===== src/rtl/valve_pkg.sv =====
package valve_pkg;

    typedef enum logic [2:0] {
        ST_IDLE,
        ST_WAIT,
        ST_SEND_D,
        ST_SEND_T,
        ST_DONE
    } vstate_e;

    typedef struct packed {
        logic wait_tok;
        logic wait_dat;
        logic capture;
        logic send_dat;
        logic send_tok;
        logic tok_last;
    } vflags_t;

    typedef struct packed {
        logic bad;
        logic need_in;
        logic send_dat;
        logic send_tok;
        logic path_from_data;
    } vplan_t;

endpackage


===== src/rtl/valve_decode.sv =====
module valve_decode
    import valve_pkg::*;
#(
    parameter int CNT_W     = 7,
    parameter bit IS_OUTBOX = 1'b1
) (
    input  vflags_t            flags,
    input  logic [CNT_W-1:0]   count,
    output vplan_t             plan
);

    logic tok_eff;
    logic merged;

    always_comb begin
        tok_eff = flags.send_tok && (!flags.tok_last || (count == '0));
        merged  = IS_OUTBOX && flags.send_dat && tok_eff;

        plan.bad = (!IS_OUTBOX && flags.wait_tok && flags.wait_dat)
                 || (!flags.wait_dat && flags.capture)
                 || (!flags.send_tok && flags.tok_last);
        plan.need_in        = flags.wait_tok || flags.wait_dat;
        plan.send_dat       = flags.send_dat;
        plan.send_tok       = tok_eff && !merged;
        plan.path_from_data = merged;
    end

endmodule


===== src/rtl/valve_sext.sv =====
module valve_sext #(
    parameter int IN_W  = 19,
    parameter int OUT_W = 37
) (
    input  logic [IN_W-1:0]  value_in,
    output logic [OUT_W-1:0] value_out
);

    generate
        if (OUT_W > IN_W) begin : g_extend
            assign value_out = {{(OUT_W-IN_W){value_in[IN_W-1]}}, value_in};
        end else begin : g_trunc
            assign value_out = value_in[OUT_W-1:0];
        end
    endgenerate

endmodule


===== src/rtl/valve_pkt.sv =====
module valve_pkt #(
    parameter int WORD_W    = 37,
    parameter int PATH_W    = 11,
    parameter bit IS_OUTBOX = 1'b1
) (
    input  logic                       is_token,
    input  logic                       path_from_data,
    input  logic [PATH_W-1:0]          dest,
    input  logic [WORD_W-1:0]          word,
    output logic [PATH_W+WORD_W:0]     pkt
);

    logic [PATH_W-1:0] path;

    generate
        if (IS_OUTBOX) begin : g_outbox
            assign path = path_from_data ? word[WORD_W-1 -: PATH_W] : dest;
        end else begin : g_inbox
            logic unused_sel;
            assign unused_sel = path_from_data;
            assign path       = dest;
        end
    endgenerate

    assign pkt = {is_token, path, is_token ? {WORD_W{1'b0}} : word};

endmodule


===== src/rtl/valve_exec.sv =====
module valve_exec
    import valve_pkg::*;
#(
    parameter int WORD_W    = 37,
    parameter int PATH_W    = 11,
    parameter int LIT_W     = 19,
    parameter int CNT_W     = 7,
    parameter int PORT_KIND = 1
) (
    input  logic                        clk,
    input  logic                        rst_n,
    input  logic                        ins_valid,
    output logic                        ins_ready,
    input  logic                        ins_literal,
    input  logic [LIT_W-1:0]            ins_lit_value,
    input  logic                        ins_wait_tok,
    input  logic                        ins_wait_dat,
    input  logic                        ins_capture,
    input  logic                        ins_send_dat,
    input  logic                        ins_send_tok,
    input  logic                        ins_tok_last,
    input  logic [CNT_W-1:0]            ins_count,
    input  logic [PATH_W-1:0]           ins_dest,
    input  logic                        in_valid,
    output logic                        in_ready,
    input  logic [PATH_W+WORD_W:0]      in_pkt,
    output logic                        out_valid,
    input  logic                        out_ready,
    output logic [PATH_W+WORD_W:0]      out_pkt,
    output logic [WORD_W-1:0]           data_word,
    output logic                        done,
    output logic                        err
);

    localparam int  PKT_W     = 1 + PATH_W + WORD_W;
    localparam int  TOK_BIT   = PKT_W - 1;
    localparam bit  IS_OUTBOX = (PORT_KIND != 0);

    typedef struct packed {
        vstate_e             st;
        vplan_t              plan;
        logic                capture;
        logic [PATH_W-1:0]   dest;
        logic [WORD_W-1:0]   word;
        logic                err;
    } exec_t;

    exec_t q, d;

    vflags_t           flags_w;
    vplan_t            plan_w;
    logic [WORD_W-1:0] lit_ext;
    logic [PATH_W-1:0] unused_in_path;

    assign unused_in_path = in_pkt[TOK_BIT-1 -: PATH_W];

    assign flags_w = '{wait_tok: ins_wait_tok, wait_dat: ins_wait_dat,
                       capture:  ins_capture,  send_dat: ins_send_dat,
                       send_tok: ins_send_tok, tok_last: ins_tok_last};

    valve_decode #(.CNT_W(CNT_W), .IS_OUTBOX(IS_OUTBOX)) i_decode (
        .flags (flags_w),
        .count (ins_count),
        .plan  (plan_w)
    );

    valve_sext #(.IN_W(LIT_W), .OUT_W(WORD_W)) i_sext (
        .value_in  (ins_lit_value),
        .value_out (lit_ext)
    );

    function automatic vstate_e after_input(vplan_t p);
        if (p.send_dat)      return ST_SEND_D;
        else if (p.send_tok) return ST_SEND_T;
        else                 return ST_DONE;
    endfunction

    always_comb begin
        d = q;
        unique case (q.st)
            ST_IDLE: begin
                if (ins_valid) begin
                    d.dest    = ins_dest;
                    d.capture = ins_capture;
                    d.plan    = plan_w;
                    d.err     = 1'b0;
                    if (ins_literal) begin
                        d.word = lit_ext;
                        d.st   = ST_DONE;
                    end else if (plan_w.bad) begin
                        d.err = 1'b1;
                        d.st  = ST_DONE;
                    end else if (plan_w.need_in) begin
                        d.st = ST_WAIT;
                    end else begin
                        d.st = after_input(plan_w);
                    end
                end
            end
            ST_WAIT: begin
                if (in_valid) begin
                    if (q.capture && !in_pkt[TOK_BIT]) begin
                        d.word = in_pkt[WORD_W-1:0];
                    end
                    d.st = after_input(q.plan);
                end
            end
            ST_SEND_D: begin
                if (out_ready) begin
                    d.st = q.plan.send_tok ? ST_SEND_T : ST_DONE;
                end
            end
            ST_SEND_T: begin
                if (out_ready) begin
                    d.st = ST_DONE;
                end
            end
            ST_DONE: begin
                d.st  = ST_IDLE;
                d.err = 1'b0;
            end
            default: d.st = ST_IDLE;
        endcase
    end

    always_ff @(posedge clk) begin
        if (!rst_n) begin
            q <= '{st: ST_IDLE, plan: '0, capture: 1'b0,
                   dest: '0, word: '0, err: 1'b0};
        end else begin
            q <= d;
        end
    end

    assign ins_ready = (q.st == ST_IDLE);
    assign in_ready  = (q.st == ST_WAIT);
    assign out_valid = (q.st == ST_SEND_D) || (q.st == ST_SEND_T);
    assign done      = (q.st == ST_DONE);
    assign err       = (q.st == ST_DONE) && q.err;
    assign data_word = q.word;

    valve_pkt #(.WORD_W(WORD_W), .PATH_W(PATH_W), .IS_OUTBOX(IS_OUTBOX)) i_pkt (
        .is_token       (q.st == ST_SEND_T),
        .path_from_data (q.plan.path_from_data),
        .dest           (q.dest),
        .word           (q.word),
        .pkt            (out_pkt)
    );

endmodule


===== config.mk =====
export PLATFORM = sky130hd
export DESIGN_NAME = valve_exec
export DESIGN_NICKNAME = d
export VERILOG_FILES = /design/src/rtl/valve_pkg.sv /design/src/rtl/valve_decode.sv /design/src/rtl/valve_sext.sv /design/src/rtl/valve_pkt.sv /design/src/rtl/valve_exec.sv
export SDC_FILE = /design/constraint.sdc
export NUM_CORES = 1
export LEC_CHECK = 0
export CELL_PAD_IN_SITES_DETAIL_PLACEMENT = 0
export CELL_PAD_IN_SITES_GLOBAL_PLACEMENT = 1
export CORE_MARGIN = 5
export CORE_UTILIZATION = 26
export CTS_CLUSTER_DIAMETER = 200
export DETAILED_ROUTE_END_ITERATION = 8
export GPL_ROUTABILITY_DRIVEN = 0
export HOLD_SLACK_MARGIN = 0.08
export PLACE_DENSITY = 0.77
export SLEW_MARGIN = 5
export SYNTH_ARGS = -nofsm -noshare
export SYNTH_HDL_FRONTEND = slang
export SYNTH_SLANG_ARGS = --single-unit

===== constraint.sdc =====
create_clock -name clk -period 2.55 [get_ports clk]
set_clock_uncertainty 0.15 [all_clocks]
set_input_delay 0.765 -clock clk [delete_from_list [all_inputs] [get_ports clk]]
set_output_delay 0.765 -clock clk [all_outputs]
set_load 0.02 [all_outputs]

**Yosys cells after proc, flatten, opt, wreduce, memory -nomap -nowiden**

Cells that the tools add are included.

- Eq/ne operators: 10
- Muxes and demuxes: 21
- Reductions and logical operators: 24

Operators by type and width:

| kind | number |
|---|---|
| 37-bit 2-to-1 mux | 4 |
| 37-bit one-hot mux with 2 select lines | 1 |
| 58-bit 2-to-1 mux | 1 |
| 3-bit 2-to-1 mux | 10 |
| 3-bit one-hot mux with 4 select lines | 1 |
| 11-bit 2-to-1 mux | 1 |
| 2-bit inequality test, second input constant | 4 |
| 1-bit logical AND | 7 |
| 7-bit zero test | 1 |
| 3-bit by 2-bit equality test with 1-bit output, second input constant | 2 |
| 1-bit zero test | 5 |
| 5-bit AND reduction | 1 |
| 1-bit logical OR | 4 |
| 2-bit by 1-bit inequality test with 1-bit output, second input constant | 2 |
| 2-bit AND reduction | 2 |
| 4-bit AND reduction | 1 |
| 2-bit nonzero test | 2 |
| 3-bit by 1-bit equality test with 1-bit output, second input constant | 1 |
| 3-bit equality test, second input constant | 1 |
| 3-bit zero test | 1 |
| 1-bit 2-to-1 mux | 2 |
| 1-bit one-hot mux with 2 select lines | 1 |

- Bits in registers: 58
- Input port bits: 98
- Output and inout port bits: 91
- Logic and storage cells: 65

**Longest topological paths before layout**

Gate-level depths: netlist of the first run.

- Depth in word-level cells: 13
- Mapped depth: 7

**Hierarchy**

A second synthesis of the first run with hierarchy kept.

- Cells, all modules: 465
- Area total of the unflattened synthesis: 3,747.3 um^2

Modules (own cells, without submodules):

| module | instances | cells each | area an instance (um^2) | sequential area each (um^2) |
|---|---|---|---|---|
| valve_exec | 1 | 364 | 2,924.1 | 1,121.1 |
| valve_pkt | 1 | 53 | 449.2 | 0.0 |
| valve_sext | 1 | 37 | 277.8 | 0.0 |
| valve_decode | 1 | 11 | 96.3 | 0.0 |

**Worst setup path after synthesis of the first run**

No wires, ideal clock.

- Path kind: reg2out
- From: register q[56] in the netlist's numbering
- To: output port err
- Arrival time: 1,502 ps
- Data required time: 1,635 ps
- Setup slack: 133 ps
- Stages on the path, launching flop included: 4
- Cells stage by stage: dfxtp_1 > clkbuf_1 > nor3b_1 > and2_1

- Word-level cells in the longest chain between the ends: 2

Ends and longest elaborated chain:

| element | RTL line | RTL |
|---|---|---|
| start, declared | valve_exec.sv:48 | `exec_t q, d;` |
| start signal, assigned | valve_exec.sv:128 | `q <= '{st: ST_IDLE, plan: '0, capture: 1'b0,` |
| 3-bit equality test | -- |  |
| net done | valve_exec.sv:31 | `output logic done,` |
| 1-bit logical AND | valve_exec.sv:139 | `assign err = (q.st == ST_DONE) && q.err;` |
| end, declared | valve_exec.sv:32 | `output logic err` |

The timed path passes the listed nets, and every way through them passes these cells.

**Worst setup path in the final report of the first run**

- From: register q[55] in the netlist's numbering
- To: output port out_pkt[25]

- Word-level cells in the longest chain between the ends: 2

Ends and longest elaborated chain:

| element | RTL line | RTL |
|---|---|---|
| 3-bit by 2-bit equality test with 1-bit output | valve_exec.sv:143 | `.is_token (q.st == ST_SEND_T),` |
| 37-bit 2-to-1 mux | valve_pkt.sv:25 | `assign pkt = {is_token, path, is_token ? {WORD_W{1'b0}} : word};` |
| end, declared | valve_exec.sv:29 | `output logic [PATH_W+WORD_W:0] out_pkt,` |

Every way passes these cells.

==> out/metrics.csv, run 1 <==
stage;metric;value;unit
placed_design;placed_area;0.00504;mm2
drt;wl_met2;5410;um
synthesis;syn-num-nets;506;
setup_path;ff2ff_path_depth;5;
clocking;clk_pin_slew_worst_paths;80;ps
setup_path;startpoint_type;register;
drt;wl_per_cell;15.4;um
timing;rsz0062_at_grt;false;
drt;drc;0;
placed_design;placed_cells;708;
setup_path;crit_required;1640;ps
synthesis;ys.flop_type;dfxtp_1;
synthesis;synth_edf_count;0;
min_path;hold_class;reg2reg;
clocking;cts_hold_buf;0;
drt;route.met3.wl;737;um
min_path;min_from;q[38]$_SDFFE_PN0P_;
placed_design;hpwlAfterDp;8450;um
synthesis;ys_ff_latch;56;
drt;wl;11100;um
timing;relSlewSlack;72.0;%
synthesis;ys_types;43;
synthesis;yosysTopAreaCell;dfxtp_1;
drt;drt_first_pass_iters;4;
layout;layout_common_cells;clkdlybuf4s50_1 (122), dfxtp_1 (54), nand2_1 (50), dlygate4sd2_1 (44), and2_1 (41);
setup_path;reg2reg_slack;570;ps
min_path;hold_end;q[38]$_SDFFE_PN0P_;
synthesis;synth_area_leaders;dfxtp_1 (34%), buf_4 (9.7%), and2_1 (7.9%), nand2_1 (5.9%), o211a_1 (5.9%);
clocking;clock_latency;300;ps
clocking;cts.htree.levels;2;
setup_path;crit_path_end_kind;primary output;
synthesis;syn_area;0.00325;mm2
grt;grt_pass1_wl;17300;um
run;cap_violations;0;
clocking;clock_sinks;56;
drt;num_vias;3270;
die;initial_core_util;26.8;%
setup_path;critPathKind;reg2out;
clocking;cts_buffer_depth;2;
layout;final_nets;645;
timing;period_needed;2470;ps
setup_path;arrival;1550;ps
synthesis;synth.avg_cell_area;7.97;um2
layout;fillers;1261;
timing;drv_slew;0;
setup_path;worstPathMaxFanout;26;
die;dieArea;0.0148;mm2
layout;syn_to_final_growth;58.4;%
layout;postLayoutCellArea;0.00515;mm2
timing;hold_viol;0;
die;core-area;0.0121;mm2
die;die_x;122;um
setup_path;r2r-end;q[55]$_SDFFE_PN0P_;
clocking;cts-root-buf;clkbuf_16;
timing;finalSetupViolCount;0;
layout;num_antenna_cells;0;
min_path;min_path_cells;2;
pwr;leakagePower;2.36;nW
timing;tightest_slew;420;ps
layout;mostFrequentLayoutCell;clkdlybuf4s50_1;
synthesis;syn_inst;408;
pwr;cellPowerDensity;476;mW/mm2
grt;grt_overflow;0;
setup_path;reg2reg_from;q[55]$_SDFFE_PN0P_;
grt;antenna_found_initial;0;
drt;drt_iter0_markers;101;
synthesis;synth_top_cell_area_share;34.5;%
timing;post-route-period-util;96.7;%
die;die_h;122;um
drt;ant_nets;0;
grt;grt_use_total;14.3;%
layout;instances_no_fill;716;
placed_design;portBuffers;177;
timing;fmax;405;MHz
clocking;cts_made_buffers;5;
die;core.rowCount;40;
synthesis;synth-seq-area-share;34.5;%
layout;drive_gt1_share;10.8;%
die;io_pins;189;
grt;grt_max_degree;43;
drt;highest_layer;met4;
clocking;tritoncts;done;
drt;met1Wirelength;4820;um
pwr;ir_drop;298;uV
synthesis;async_reset_ff_share;0;%
grt;grt_pass1_vias;3279;
drt;viasPerCell;4.57;
run_status;outcome;finished clean;
synthesis;yosysWarnings;0;
## metrics by stage
stage	total power [mW]	setup slack [ps]	hold WS, ps	util, %	setup TNS [ps]
finish	2.45	83.5	315	42.5	0
global route	2.58	6.30	338	42.5	0
CTS	2.50	9.54	319	42.4	0
detailed placement	1.79	-172	307	41.6	-539
global placement	1.78	-158	293	41.6	-445
floorplan	1.42	133	280	-	0
## worst max-delay path: stages, from the launching register on
cell	delay (ps)
dfxtp_2	350
nor2b_2	170
nand2_2	100
buf_12	170
and2_1	160
dlygate4sd2_1	310
## cells in the mapped netlist, drive strengths merged, types with 2 or more instances
library cell  number
or3b               2
nor3b              4
mux2              11
nand3             37
or4b               2
and2              41
nand2             51
or3                3
nor2b              7
o21ai             21
inv                6
o211a             19
nor2              22
a221o              2
clkbuf            15
a21oi             21
dfxtp             56
buf               55
a21boi            15
## registers in the layout, indices dropped and copies added (netlist names)
name and flops:
q 19, data_word 37
## layer usage
metal / vias up / track usage, %
li1: 1631 / -
met1: 1521 / 18.0
met2: 114 / 25.1
met3: 4 / 3.20
met4: 0 / 3.08
met5: - / 0
## layout make-up
type | instances | area (um2) | share of cell area, %
inverter | 6 | 22.5 | 0.437
timing repair buffer | 202 | 1960 | 38.1
clock inverter | 3 | 28.8 | 0.559
clock buffer | 5 | 125 | 2.43
sequential | 56 | 1120 | 21.8
multi-input combinational | 276 | 1680 | 32.6
tap | 168 | 210 | 4.08
## how the worst max path moves through the flow
| stage | endpoint | slack, ps | startpoint |
|---|---|---|---|
| floorplan | err | 130 | q[56]$_SDFFE_PN0P_ |
| global placement | q[56]$_SDFFE_PN0P_ | -160 | ins_count[1] |
| detailed placement | q[56]$_SDFFE_PN0P_ | -170 | ins_count[1] |
| CTS | out_pkt[26] | 10 | q[55]$_SDFFE_PN0P_ |
| global route | out_pkt[6] | 6 | q[55]$_SDFFE_PN0P_ |
| finish | out_pkt[25] | 80 | q[55]$_SDFFE_PN0P_ |
## logic make-up (layout without fill, tap and decap cells)
| kind of cell | count (synthesis) | after routing | share of synthesized area (%) |
|---|---|---|---|
| AOI/OAI and AO/OA | 88 | 88 | 19.2 |
| DFF | 56 | 56 | 34.5 |
| buffers and inverters | 76 | 216 | 14.4 |
| and+or+nand+nor | 176 | 176 | 27.8 |
| muxes | 12 | 12 | 4.12 |
## power breakdown
group	switching, mW	internal [mW]
Combinational	0.345	0.381
Clock	0.352	0.380
Sequential	0.0538	0.940
## what timing repair did
| action | in CTS | in global routing |
|---|---|---|
| endpoints found under the hold margin | 0 | 0 |
| setup endpoints to repair | 54 | 27 |
| gates resized for setup | 58 | 13 |
| buffers inserted | 0 | 0 |
Power figures use the tool's default switching activity.
==> run 2, diff against run 1 <==
Settings changed: SKIP_CTS_REPAIR_TIMING set to 1.
==> out/metrics.csv, run 2 (same netlist as run 1, synthesis figures left out) <==
stage;metric;value;unit;change
setup_path;critPathTopFamily;simple AND/OR/NAND/NOR gates;;
clocking;tritoncts;done;;
grt;grt_pass1_vias;3279;;unchanged
layout;drive_gt1_share;10.0;%;-0.73 points
timing;finalSetupTns;0;ps;unchanged
timing;post-route-period-util;96.0;%;-0.75 points
run_status;outcome;finished clean;;
setup_path;crit_path_cell_trace;nor2b_2 -> nand2_1 -> buf_4 -> and2_1 -> dlymetal6s2s_1;;
clocking;clock_latency;300;ps;about the same
layout;num_antenna_cells;0;;unchanged
run;cap_violations;0;;unchanged
setup_path;reg2reg_slack;570;ps;about the same
setup_path;r2r-end;q[55]$_SDFFE_PN0P_;;
clocking;clock_sinks;56;;unchanged
clocking;clk_pin_slew_worst_paths;80;ps;about the same
placed_design;dp_slack;-172;ps;unchanged
drt;ant_nets;0;;unchanged
pwr;cellPowerDensity;466;mW/mm2;-2.2%
clocking;cts_made_buffers;5;;unchanged
drt;wl_per_cell;15.5;um;+0.71%
setup_path;reg2reg_from;q[55]$_SDFFE_PN0P_;;
grt;grt_max_degree;43;;unchanged
setup_path;worstPathMaxFanout;12;;-54%
timing;drv_slew;0;;unchanged
setup_path;critPathKind;reg2out;;
drt;viasPerCell;4.58;;+0.24%
clocking;cts-root-buf;clkbuf_16;;
clocking;cts_buffer_depth;2;;unchanged
placed_design;portBuffers;177;;unchanged
setup_path;path_depth;5;;unchanged
layout;syn_to_final_growth;64.2;%;
die;dieArea;0.0148;mm2;unchanged
setup_path;crit_required;1640;ps;about the same
grt;grt_pass1_wl;17300;um;-0.20%
die;die_x;122;um;unchanged
layout;layout_common_cells;clkdlybuf4s50_1 (122), dfxtp_1 (56), dlymetal6s2s_1 (54), nand2_1 (51), and2_1 (41);;
grt;antenna_found_initial;0;;unchanged
timing;holdWs;315;ps;-0.483 ps
timing;hold_viol;0;;unchanged
setup_path;arrival;1530;ps;-20 ps
layout;fillers;1245;;-1.3%
setup_path;cpMaxStageDelayCell;dfxtp_1;;
setup_path;critPathBufInv;2;;unchanged
timing;setup_ws;103;ps;+19.2 ps
die;io_pins;189;;unchanged
pwr;ir_drop;301;uV;+0.99%
setup_path;cp-startpoint;q[55]$_SDFFE_PN0P_;;
drt;wl;11100;um;+0.71%
pwr;leakagePower;3.04;nW;+29%
layout;largest_reg_flops;37;;unchanged
layout;final_nets;645;;unchanged
die;core.rowCount;40;;unchanged
grt;grt_overflow;0;;unchanged
timing;tightest_slew;416;ps;-4.26 ps
drt;drc;0;;unchanged
timing;fmax;409;MHz;+0.78%
grt;grt_use_total;14.3;%;-0.029 points
setup_path;endpoint;out_pkt[26];;
drt;num_vias;3278;;+0.24%
timing;finalSetupViolCount;0;;unchanged
min_path;hold_class;reg2reg;;
setup_path;ff2ff_path_depth;5;;unchanged
setup_path;crit_path_end_kind;primary output;;
timing;period_needed;2450;ps;-19.2 ps
drt;drt_iter0_markers;100;;-0.99%
setup_path;slowest_delay;370;ps;+20 ps
die;initial_core_util;26.8;%;unchanged
timing;relSlewSlack;72.3;%;+0.28 points
layout;mostFrequentLayoutCell;clkdlybuf4s50_1;;
die;core-area;0.0121;mm2;unchanged
setup_path;startpoint_type;register;;
die;die_h;122;um;unchanged
clocking;cts.htree.levels;2;;unchanged
pwr;power.total;2.48;mW;+1.4%
drt;drt_first_pass_iters;5;;+1
placed_design;hpwlAfterDp;8450;um;unchanged
timing;rsz0062_at_grt;false;;
## run 2: changes by cell type in the layout (fill, tap and decap cells not counted)
cell / previous run / this run
dlymetal6s2s_1: 0 / 54
nand2_2: 1 / 0
dfxtp_2: 2 / 0
nand2_1: 50 / 51
buf_4: 19 / 20
dfxtp_1: 54 / 56
dlygate4sd2_1: 44 / 0
clkdlybuf4s15_1: 9 / 0
buf_6: 1 / 0
clkbuf_2: 1 / 0
## run 2: worst min-delay path by stage
stage / slack, ps / to / from / cells past startpoint
global placement: 290 / q[0]$_SDFFE_PN0P_ / q[0]$_SDFFE_PN0P_ / 2
finish: 310 / q[38]$_SDFFE_PN0P_ / q[38]$_SDFFE_PN0P_ / 2
detailed placement: 310 / q[0]$_SDFFE_PN0P_ / q[0]$_SDFFE_PN0P_ / 2
global route: 340 / q[42]$_SDFFE_PN0P_ / q[42]$_SDFFE_PN0P_ / 2
floorplan: 280 / q[0]$_SDFFE_PN0P_ / q[0]$_SDFFE_PN0P_ / 2
CTS: 320 / q[0]$_SDFFE_PN0P_ / q[0]$_SDFFE_PN0P_ / 2
## run 2: area by class of cell
class	count	area, um2	area share [%]
Clock buffer	5	125	2.34
Multi-Input combinational cell	276	1680	31.4
Inverter	6	22.5	0.422
Sequential cell	56	1120	21.0
Timing Repair Buffer	202	2150	40.3
Clock inverter	3	28.8	0.539
Tap cell	168	210	3.94
## run 2: worst register-to-register path: stages (launching register included)
cell	delay, ps
dfxtp_1	340
buf_4	150
buf_4	160
or4b_4	560
o41a_1	460
o21ai_2	110
## run 2: layer usage
metal  global-route usage [%]  part of all wire, %  up-vias
li1                         -                    -     1635
met1                     18.0                   44     1524
met2                     25.0                   49      113
met3                     3.20                  6.5        6
met4                     3.08                 0.91        0
met5                        0                    0        -
## run 2: power by group
| part | leakage (nW) | switching (mW) | internal [mW] |
|---|---|---|---|
| Clock | 0.0767 | 0.356 | 0.380 |
| Combinational | 2.50 | 0.345 | 0.410 |
| Sequential | 0.460 | 0.0541 | 0.939 |
## run 2: through the flow
step,instance area [um2],std cells,util [%]
final,5340,716,44.1
after global routing,5340,716,44.1
after CTS,5190,716,42.9
after detailed placement,5040,708,41.6
after global placement,5040,708,41.6
after floorplan,3250,408,-
